==> src/rtl/fll_trim_pkg.sv <==
package fll_trim_pkg;

    typedef enum logic [1:0] {
        ST_OFF   = 2'd0,
        ST_PRIME = 2'd1,
        ST_RUN   = 2'd2,
        ST_HALT  = 2'd3
    } trim_state_e;

    typedef enum logic [1:0] {
        V_OK   = 2'd0,
        V_FAST = 2'd1,
        V_SLOW = 2'd2
    } verdict_e;

endpackage

==> src/rtl/fll_trim_counter.sv <==
module fll_trim_counter #(
    parameter int CNT_W = 10
) (
    input  logic             clk,
    input  logic             rst_n,
    input  logic             count_en,
    input  logic             ref_tick,
    output logic [CNT_W-1:0] meas
);
    localparam logic [CNT_W-1:0] CNT_MAX = {CNT_W{1'b1}};

    logic [CNT_W-1:0] cnt_q;

    // Cleared at every tick; saturates rather than wrapping.
    always_ff @(posedge clk or negedge rst_n) begin
        if (!rst_n) begin
            cnt_q <= '0;
        end else if (!count_en || ref_tick) begin
            cnt_q <= '0;
        end else if (cnt_q != CNT_MAX) begin
            cnt_q <= cnt_q + 1'b1;
        end
    end

    // The tick cycle itself completes the period.
    always_comb begin
        if (cnt_q == CNT_MAX) begin
            meas = CNT_MAX;
        end else begin
            meas = cnt_q + 1'b1;
        end
    end
endmodule

==> src/rtl/fll_trim_cmp.sv <==
module fll_trim_cmp
    import fll_trim_pkg::*;
#(
    parameter int CNT_W = 10
) (
    input  logic [CNT_W-1:0] meas,
    input  logic [CNT_W-1:0] comp_val,
    input  logic [CNT_W-1:0] tol,
    output verdict_e         verdict
);
    localparam int EW = CNT_W + 1;

    logic [EW-1:0] hi_bound;
    logic [EW-1:0] lo_bound;
    logic [EW-1:0] meas_x;

    always_comb begin
        meas_x   = {1'b0, meas};
        hi_bound = {1'b0, comp_val} + {1'b0, tol};
        if (comp_val > tol) begin
            lo_bound = {1'b0, comp_val - tol};
        end else begin
            lo_bound = '0;
        end
        if (meas_x > hi_bound) begin
            verdict = V_FAST;
        end else if (meas_x < lo_bound) begin
            verdict = V_SLOW;
        end else begin
            verdict = V_OK;
        end
    end
endmodule

==> src/rtl/fll_trim_fsm.sv <==
module fll_trim_fsm
    import fll_trim_pkg::*;
(
    input  logic        clk,
    input  logic        rst_n,
    input  logic        enable,
    input  logic        sleep,
    input  logic        ref_tick,
    output trim_state_e st_q,
    output logic        count_en,
    output logic        adj_en,
    output logic        sw_en
);
    trim_state_e st_d;

    // State register
    always_ff @(posedge clk or negedge rst_n) begin
        if (!rst_n) begin
            st_q <= ST_OFF;
        end else begin
            st_q <= st_d;
        end
    end

    // Next state
    always_comb begin
        st_d = st_q;
        unique case (st_q)
            ST_OFF: begin
                if (enable && !sleep) st_d = ST_PRIME;      // T_ARM
            end
            ST_PRIME: begin
                if (!enable)       st_d = ST_OFF;            // T_DISABLE
                else if (sleep)    st_d = ST_HALT;           // T_SLEEP
                else if (ref_tick) st_d = ST_RUN;            // T_LOCK
            end
            ST_RUN: begin
                if (!enable)       st_d = ST_OFF;            // T_DISABLE
                else if (sleep)    st_d = ST_HALT;           // T_SLEEP
            end
            ST_HALT: begin
                if (!enable)       st_d = ST_OFF;            // T_DISABLE
                else if (!sleep)   st_d = ST_PRIME;          // T_WAKE
            end
            default: st_d = ST_OFF;
        endcase
    end

    // Outputs
    always_comb begin
        count_en = 1'b0;
        adj_en   = 1'b0;
        sw_en    = 1'b0;
        unique case (st_q)
            ST_OFF:   sw_en = 1'b1;
            ST_PRIME: count_en = enable && !sleep;
            ST_RUN: begin
                count_en = enable && !sleep;
                adj_en   = ref_tick && enable && !sleep;
            end
            ST_HALT:  count_en = 1'b0;
            default:  sw_en = 1'b0;
        endcase
    end
endmodule

==> src/rtl/fll_trim_calreg.sv <==
module fll_trim_calreg
    import fll_trim_pkg::*;
#(
    parameter int CAL_W     = 6,
    parameter int CAL_RESET = 32
) (
    input  logic             clk,
    input  logic             rst_n,
    input  logic             adj_en,
    input  verdict_e         verdict,
    input  logic             sw_en,
    input  logic             sw_we,
    input  logic [CAL_W-1:0] sw_data,
    output logic [CAL_W-1:0] cal_q
);
    localparam logic [CAL_W-1:0] CAL_MAX  = {CAL_W{1'b1}};
    localparam logic [CAL_W-1:0] CAL_INIT = CAL_W'(CAL_RESET);

    logic [CAL_W-1:0] cal_d;

    always_comb begin
        cal_d = cal_q;
        if (sw_en && sw_we) begin
            cal_d = sw_data;
        end else if (adj_en) begin
            unique case (verdict)
                V_FAST:  if (cal_q != '0)     cal_d = cal_q - 1'b1;
                V_SLOW:  if (cal_q != CAL_MAX) cal_d = cal_q + 1'b1;
                V_OK:    cal_d = cal_q;
                default: cal_d = cal_q;
            endcase
        end
    end

    always_ff @(posedge clk or negedge rst_n) begin
        if (!rst_n) begin
            cal_q <= CAL_INIT;
        end else begin
            cal_q <= cal_d;
        end
    end
endmodule

==> src/rtl/fll_trim.sv <==
module fll_trim
    import fll_trim_pkg::*;
#(
    parameter int CAL_W     = 6,
    parameter int CNT_W     = 10,
    parameter int CAL_RESET = 32
) (
    input  logic             clk,
    input  logic             rst_n,
    input  logic             ref_tick,
    input  logic             enable,
    input  logic             sleep,
    input  logic [CNT_W-1:0] comp_val,
    input  logic [CNT_W-1:0] tol,
    input  logic             sw_we,
    input  logic [CAL_W-1:0] sw_data,
    output logic [CAL_W-1:0] cal_out
);
    trim_state_e      st_q;
    logic             count_en;
    logic             adj_en;
    logic             sw_en;
    logic [CNT_W-1:0] meas;
    verdict_e         verdict;

    fll_trim_fsm u_fsm (
        .clk      (clk),
        .rst_n    (rst_n),
        .enable   (enable),
        .sleep    (sleep),
        .ref_tick (ref_tick),
        .st_q     (st_q),
        .count_en (count_en),
        .adj_en   (adj_en),
        .sw_en    (sw_en)
    );

    fll_trim_counter #(.CNT_W(CNT_W)) u_cnt (
        .clk      (clk),
        .rst_n    (rst_n),
        .count_en (count_en),
        .ref_tick (ref_tick),
        .meas     (meas)
    );

    fll_trim_cmp #(.CNT_W(CNT_W)) u_cmp (
        .meas     (meas),
        .comp_val (comp_val),
        .tol      (tol),
        .verdict  (verdict)
    );

    fll_trim_calreg #(.CAL_W(CAL_W), .CAL_RESET(CAL_RESET)) u_cal (
        .clk     (clk),
        .rst_n   (rst_n),
        .adj_en  (adj_en),
        .verdict (verdict),
        .sw_en   (sw_en),
        .sw_we   (sw_we),
        .sw_data (sw_data),
        .cal_q   (cal_out)
    );
endmodule

==> config.mk <==
export PLATFORM = sky130hd
export DESIGN_NAME = fll_trim
export DESIGN_NICKNAME = d
export VERILOG_FILES = /design/src/rtl/fll_trim_pkg.sv /design/src/rtl/fll_trim_counter.sv /design/src/rtl/fll_trim_cmp.sv /design/src/rtl/fll_trim_fsm.sv /design/src/rtl/fll_trim_calreg.sv /design/src/rtl/fll_trim.sv
export SDC_FILE = /design/constraint.sdc
export NUM_CORES = 1
export LEC_CHECK = 0
export CORE_ASPECT_RATIO = 1.75
export CORE_UTILIZATION = 50
export DETAILED_ROUTE_END_ITERATION = 7
export PLACE_DENSITY_LB_ADDON = 0.3
export SYNTH_ARGS = -nofsm -noshare
export SYNTH_HDL_FRONTEND = slang
export SYNTH_SLANG_ARGS = --single-unit
==> constraint.sdc <==
create_clock -name clk -period 4.25 [get_ports clk]
set_input_delay 0.6375 -clock clk [delete_from_list [all_inputs] [get_ports clk]]
set_output_delay 0.6375 -clock clk [all_outputs]
set_load 0.05 [all_outputs]
---- Word level (Yosys, flattened, before mapping) ----
Index checks and enable logic that the tools add are counted.
operators by class
  equal/unequal tests ..................... 14
  muxes and demuxes ....................... 23
  magnitude comparators ................... 3
  add/sub/neg operators ................... 5
  reductions and logical operators ........ 15
operator list
  cell                                                                      number
  10-bit 2-to-1 mux                                                         4
  6-bit 2-to-1 mux                                                          4
  2-bit 2-to-1 mux                                                          10
  6-bit case mux with 2 select lines                                        1
  10-bit by 10-bit adder with 11-bit output                                 1
  10-bit by 11-bit greater-than comparator with 1-bit output                1
  10-bit by 1-bit adder with 10-bit output (second input constant)          1
  10-bit == test (second input constant)                                    1
  10-bit greater-than comparator                                            1
  10-bit < comparator                                                       1
  10-bit inequality test (second input constant)                            1
  10-bit subtractor                                                         1
  2-bit case mux with 4 select lines                                        1
  4-bit AND reduction                                                       2
  6-bit by 1-bit adder with 6-bit output (second input constant)            1
  2-bit == test (second input constant)                                     3
  3-bit by 1-bit inequality test with 1-bit output (second input constant)  2
  3-bit inequality test (second input constant)                             2
  6-bit inequality test (second input constant)                             1
  6-bit nonzero test                                                        1
  6-bit by 1-bit subtractor with 6-bit output (second input constant)       1
  2-bit by 1-bit == test with 1-bit output (second input constant)          2
  1-bit logical AND                                                         4
  4-bit inequality test (second input constant)                             1
  8 further kinds                                                           12
storage, ports and cells
  output and inout bits ................... 6
  register bits ........................... 18

---- Depth between registers and ports, before layout ----
Gate-level depths: netlist of the first run.
  word-level depth ........................ 9
  mapped depth ............................ 25

---- Modules after synthesis ----
From an unflattened synthesis of the first run, not the netlist that was laid out.
second synthesis, totals
  cell total of the unflattened synthesis .. 337
  area, all modules ....................... 2821.5 um2
by module, submodules not included
  module            area each (um2)  cells each  instances  seq. area each (um2)
  fll_trim_cmp      1421.4           184         1          0.0
  fll_trim_counter  669.4            71          1          250.2
  fll_trim_calreg   523.0            60          1          151.4
  fll_trim_fsm      207.7            22          1          50.0

---- Worst setup path after synthesis of the first run ----
Ideal clock, no wire load.
  kind .................................... input port to flip-flop
  from .................................... in comp_val[0]
  to ...................................... reg u_cal.cal_q[5]
  required time ........................... 4.170 ns
  buffers on the path ..................... 1
  slack ................................... -0.670 ns
  cell stages on the path ................. 24
  data arrival time ....................... 4.840 ns
  library setup time ...................... 0.080 ns
  cells stage by stage .................... ha_1 fa_1 nor2b_1 o311ai_0 nand2_1 a21oi_1 nor2_1 nor2_1 xnor2_1 ha_1 nand3_1 nor3_1 a2111o_1 a211oi_1 or2_1 buf_6 ha_1 a21o_1 a21oi_1 o21bai_1 a21oi_1 nor4_1 mux2i_1 nand2_1
on the way
  longest elaborated chain between the ends .. 9
RTL lines
  item                                                                       RTL line                                text
  from (decl)                                                                fll_trim.sv:13                          input logic [CNT_W-1:0] comp_val,
  10-bit subtractor or 10-bit greater-than comparator (tied branches)        fll_trim_cmp.sv:21, fll_trim_cmp.sv:20
  10-bit 2-to-1 mux                                                          fll_trim_cmp.sv:20                      if (comp_val > tol) begin
  10-bit < comparator                                                        fll_trim_cmp.sv:27                      end else if (meas_x < lo_bound) begin
  2-bit 2-to-1 mux                                                           fll_trim_cmp.sv:27
  2-bit 2-to-1 mux *                                                         fll_trim_cmp.sv:25                      if (meas_x > hi_bound) begin
  2-bit == test or 2-bit by 1-bit == test with 1-bit output (tied branches)  fll_trim_calreg.sv:26                   unique case (verdict)
  6-bit case mux with 2 select lines                                         fll_trim_calreg.sv:26
  6-bit 2-to-1 mux                                                           fll_trim_calreg.sv:25                   end else if (adj_en) begin
  6-bit 2-to-1 mux                                                           fll_trim_calreg.sv:23                   if (sw_en && sw_we) begin
  to (signal assigned)                                                       fll_trim_calreg.sv:39                   cal_q <= cal_d;
  to (decl)                                                                  fll_trim_calreg.sv:14                   output logic [CAL_W-1:0] cal_q
Mark *: on every way between the ends. The rest lies on a longest branch, timed or not. The select of a mux whose other input is x is not followed.
A chain may end at the register's enable or synchronous reset.

---- Worst setup path in the final report of the first run ----
  from .................................... in tol[7]
  to ...................................... reg u_cal.cal_q[5]
on the way
  longest elaborated chain between the ends .. 9
RTL lines
  item                                                                       RTL line                                text
  from (decl)                                                                fll_trim.sv:14                          input logic [CNT_W-1:0] tol,
  10-bit subtractor or 10-bit greater-than comparator (tied branches)        fll_trim_cmp.sv:21, fll_trim_cmp.sv:20
  10-bit 2-to-1 mux                                                          fll_trim_cmp.sv:20
  10-bit < comparator                                                        fll_trim_cmp.sv:27
  2-bit 2-to-1 mux                                                           fll_trim_cmp.sv:27
  2-bit 2-to-1 mux *                                                         fll_trim_cmp.sv:25
  2-bit == test or 2-bit by 1-bit == test with 1-bit output (tied branches)  fll_trim_calreg.sv:26
  6-bit case mux with 2 select lines                                         fll_trim_calreg.sv:26
  6-bit 2-to-1 mux                                                           fll_trim_calreg.sv:25
  6-bit 2-to-1 mux                                                           fll_trim_calreg.sv:23
Marks and branches as above.

==> out/metrics.cfg, run 1 <==
[run_status]
status = complete, but fails checks
violations = design-rule violations, negative setup slack

[critical_path]
critPathRequiredTime_ns = 4.44
r2r_cells = 18
crit_type = input pin to flop
arrival_ns = 5.10
end_kind = flop
cp-start-kind = input pin
path_max_fanout = 5

[synthesis]
synth_area_um2 = 2714
ys_top_cells_by_area = ha_1 23%, dfrtp_1 16%, a21oi_1 5.9%
synthArstFlopShare_pct = 100.0
synth_area_per_cell_um2 = 8.077
synth_top_area_share_pct = 22.59
synth_ff_type = dfrtp_1
synth_nets = 420
postSynthCellCount = 336
synth-seq-area-share_pct = 16.64
synth_edf_count = 0
synth_warnings = 0
synth-seq-cells = 18
yosys.area.top_type = ha_1
ys_types = 59

[flow_run]
drv_cap = 0

[clock_tree]
htreeDepth = 1
clock_sinks = 18
clk_latency_ns = 0.26
clock_path_buffers = 2
numCtsBuffers = 3
cts_tree = yes
cts.clk_slew.worst_paths_ns = 0.07
cts_root_buffer = clkbuf_8

[place]
dp_hpwl_mm = 6.038
place_congestion = 0.8639
dpl.cell_count = 488
pre_cts_slack_ns = -1.316
port_buffers = 37

[floorplan]
die_w_um = 57.69
num_io_pins = 38
initial_utilization_pct = 51.64
coreArea_um2 = 5255
rows = 35
die_h_um = 99.46
dieArea_um2 = 5738

[drt]
route.detailed.drc = 5
drtIter0Drc = 185
vias = 3063
drt_first_pass_iters = 8
drt_wl_total_mm = 8.779
antenna_left = 0
route.detailed.vias_per_inst = 5.994
wl_per_cell_um = 17.18

[grt]
grt_usage_pct = 28.96
grt_pass1_vias = 3109
grt_max_degree = 19
antenna_found_initial = 0
grt-ovfl-total = 0
grt_pass1_wl_mm = 13.11

[finish]
drive_gt1_share_pct = 35.75
diodes = 0
nets = 541
final_common_cell = buf_4
final_cell_mix = 78 x buf_4, 33 x ha_1, 30 x nand2_1
area_growth_syn_to_layout_pct = 55.79
instances_no_fill = 511

[sta]
period_share_pct = 115.6
fin_ws_ns = -0.6628
clock.fmax_mhz = 203.5
period_needed_ns = 4.913
slew_headroom_pct = 38.76
tightest_slew_ns = 0.9158
setup_tns_ns = -2.395
final-max-slew-violation-count = 0
rsz0062_at_grt = true
hold_viol = 0
setup_viol_count_final = 6
fin_skew_ns = 0.001839

[power_and_ir_drop]
power_frac_comb_pct = 77.2
p_leak_nw = 2.010
p_clk_share_pct = 7.2
switching_share_pct = 45.97
p_int_w = 0.0009790
switchingPower_w = 0.0008331
ir_drop_v = 0.0002166
power_w = 0.001812
p_per_area_nw_per_um2 = 428.6
pwr-share-seq_pct = 15.5

[worst_hold_path]
min_delay_path_depth = 2
worstHoldPathType = flop to flop

==> power by group through the flow <==
stage	registers [W]	clock network, W	logic [W]
after floorplan	0.000361	0	0.000595
after global routing	0.000283	0.000133	0.00149
after CTS	0.000278	0.000127	0.00117
after global placement	0.000280	0	0.00101
after detailed placement	0.000281	0	0.00105
final	0.000282	0.000131	0.00140
==> sequential cells by signal, summed over array words and instances, names as in the netlist <==
register	count
u_fsm.st_q	2
u_cal.cal_q	6
u_cnt.cnt_q	10
==> synthesized netlist by cell type (3+ instances only) <==
| cell type | number |
|---|---|
| buf_6 | 3 |
| o21ai_0 | 10 |
| a211oi_1 | 5 |
| xor2_1 | 5 |
| nand3b_1 | 4 |
| xnor2_1 | 15 |
| clkbuf_1 | 3 |
| buf_4 | 3 |
| ha_1 | 49 |
| nand2_1 | 32 |
| or4_1 | 3 |
| nor2b_1 | 5 |
| dfrtp_1 | 17 |
| a21o_1 | 6 |
| nand3_1 | 10 |
| nor3_1 | 8 |
| and4b_1 | 3 |
| inv_1 | 28 |
| nand4_1 | 6 |
| o21bai_1 | 3 |
| a31oi_1 | 3 |
| fa_1 | 3 |
| nor2_1 | 24 |
| a21oi_1 | 32 |
| nand2b_1 | 4 |
| and3_1 | 3 |
| and2_1 | 4 |
==> per-layer routing <==
layer | track usage (%) | routed length (um) | share of wire (%)
met3 | 2.081 | 193 | 2.2
met2 | 58.05 | 5093 | 58
met4 | 21.43 | 512 | 5.8
met1 | 25.16 | 2980 | 34
met5 | 0 | 0 | 0
==> worst max-delay path: stages <==
cell	delay, ns
clkdlybuf4s50_1	0.49
inv_1	0.07
ha_4	0.29
a41o_1	0.19
a21oi_1	0.04
buf_4	0.14
a211oi_4	0.22
buf_6	0.16
nand3b_1	0.07
ha_1	0.28
and3_1	0.17
o311a_1	0.30
a211oi_2	0.19
o211ai_2	0.15
or2_4	0.29
ha_4	0.27
a21o_1	0.17
a21oi_4	0.08
o21bai_1	0.20
a21oi_2	0.12
nor4_2	0.29
mux2i_1	0.22
nand2_1	0.07
==> metrics by stage <==
| stage | instance area (um2) | util, % | hold slack [ns] |
|---|---|---|---|
| final | 4228 | 80.45 | 0.5611 |
| after global placement | 3746 | 71.29 | 0.5247 |
| after detailed placement | 3746 | 71.29 | 0.5417 |
| after floorplan | 2851 | - | 0.3419 |
| after global routing | 4228 | 80.45 | 0.5861 |
| after CTS | 3998 | 76.07 | 0.5617 |
==> final timing paths <==
path | start | to | slack (ns)
setup / recovery | tol[7] | u_cal.cal_q[5] | -0.66
hold / removal | u_cnt.cnt_q[1] | u_cnt.cnt_q[1] | 0.56
setup reg to reg | u_cnt.cnt_q[0] | u_cal.cal_q[5] | -0.15
hold reg to reg | u_cnt.cnt_q[1] | u_cnt.cnt_q[1] | 0.56
max in group asynchronous | rst_n | u_cnt.cnt_q[9] | 2.80
min in group asynchronous | rst_n | u_cal.cal_q[3] | 0.89
==> what timing repair did <==
item,CTS,global route
endpoints found under the setup margin,6,6
endpoints found under the hold margin,0,0
setup buffers,8,12
gates resized for setup,50,32
pin swaps,27,27
hold buffers,0,0
==> final cells by class <==
cell class	count	area (um2)
fill	324	1027
clock buffer	4	45.04
timing repair buffer	127	1085
tap	55	68.82
inverter	28	117.6
multi-input combinational	279	2460
sequential	18	451.7
==> kinds of logic after synthesis <==
kind of cell               share of synthesized area [%]
AOI/OAI and AO/OA                                  21.53
and+or+nand+nor                                    22.68
adders and majority gates                          24.80
DFF                                                16.64
muxes                                              1.153
buffers and inverters                              6.731
xor gates and xnor gates                           6.455
No activity file was read; power rests on OpenSTA's default activity.
==> inputs of run 2 (changes only) <==
- CTS_CLUSTER_DIAMETER: not set -> 100
==> results of run 2 <==
Final layout, timing and power as in run 1 (identical DEF).
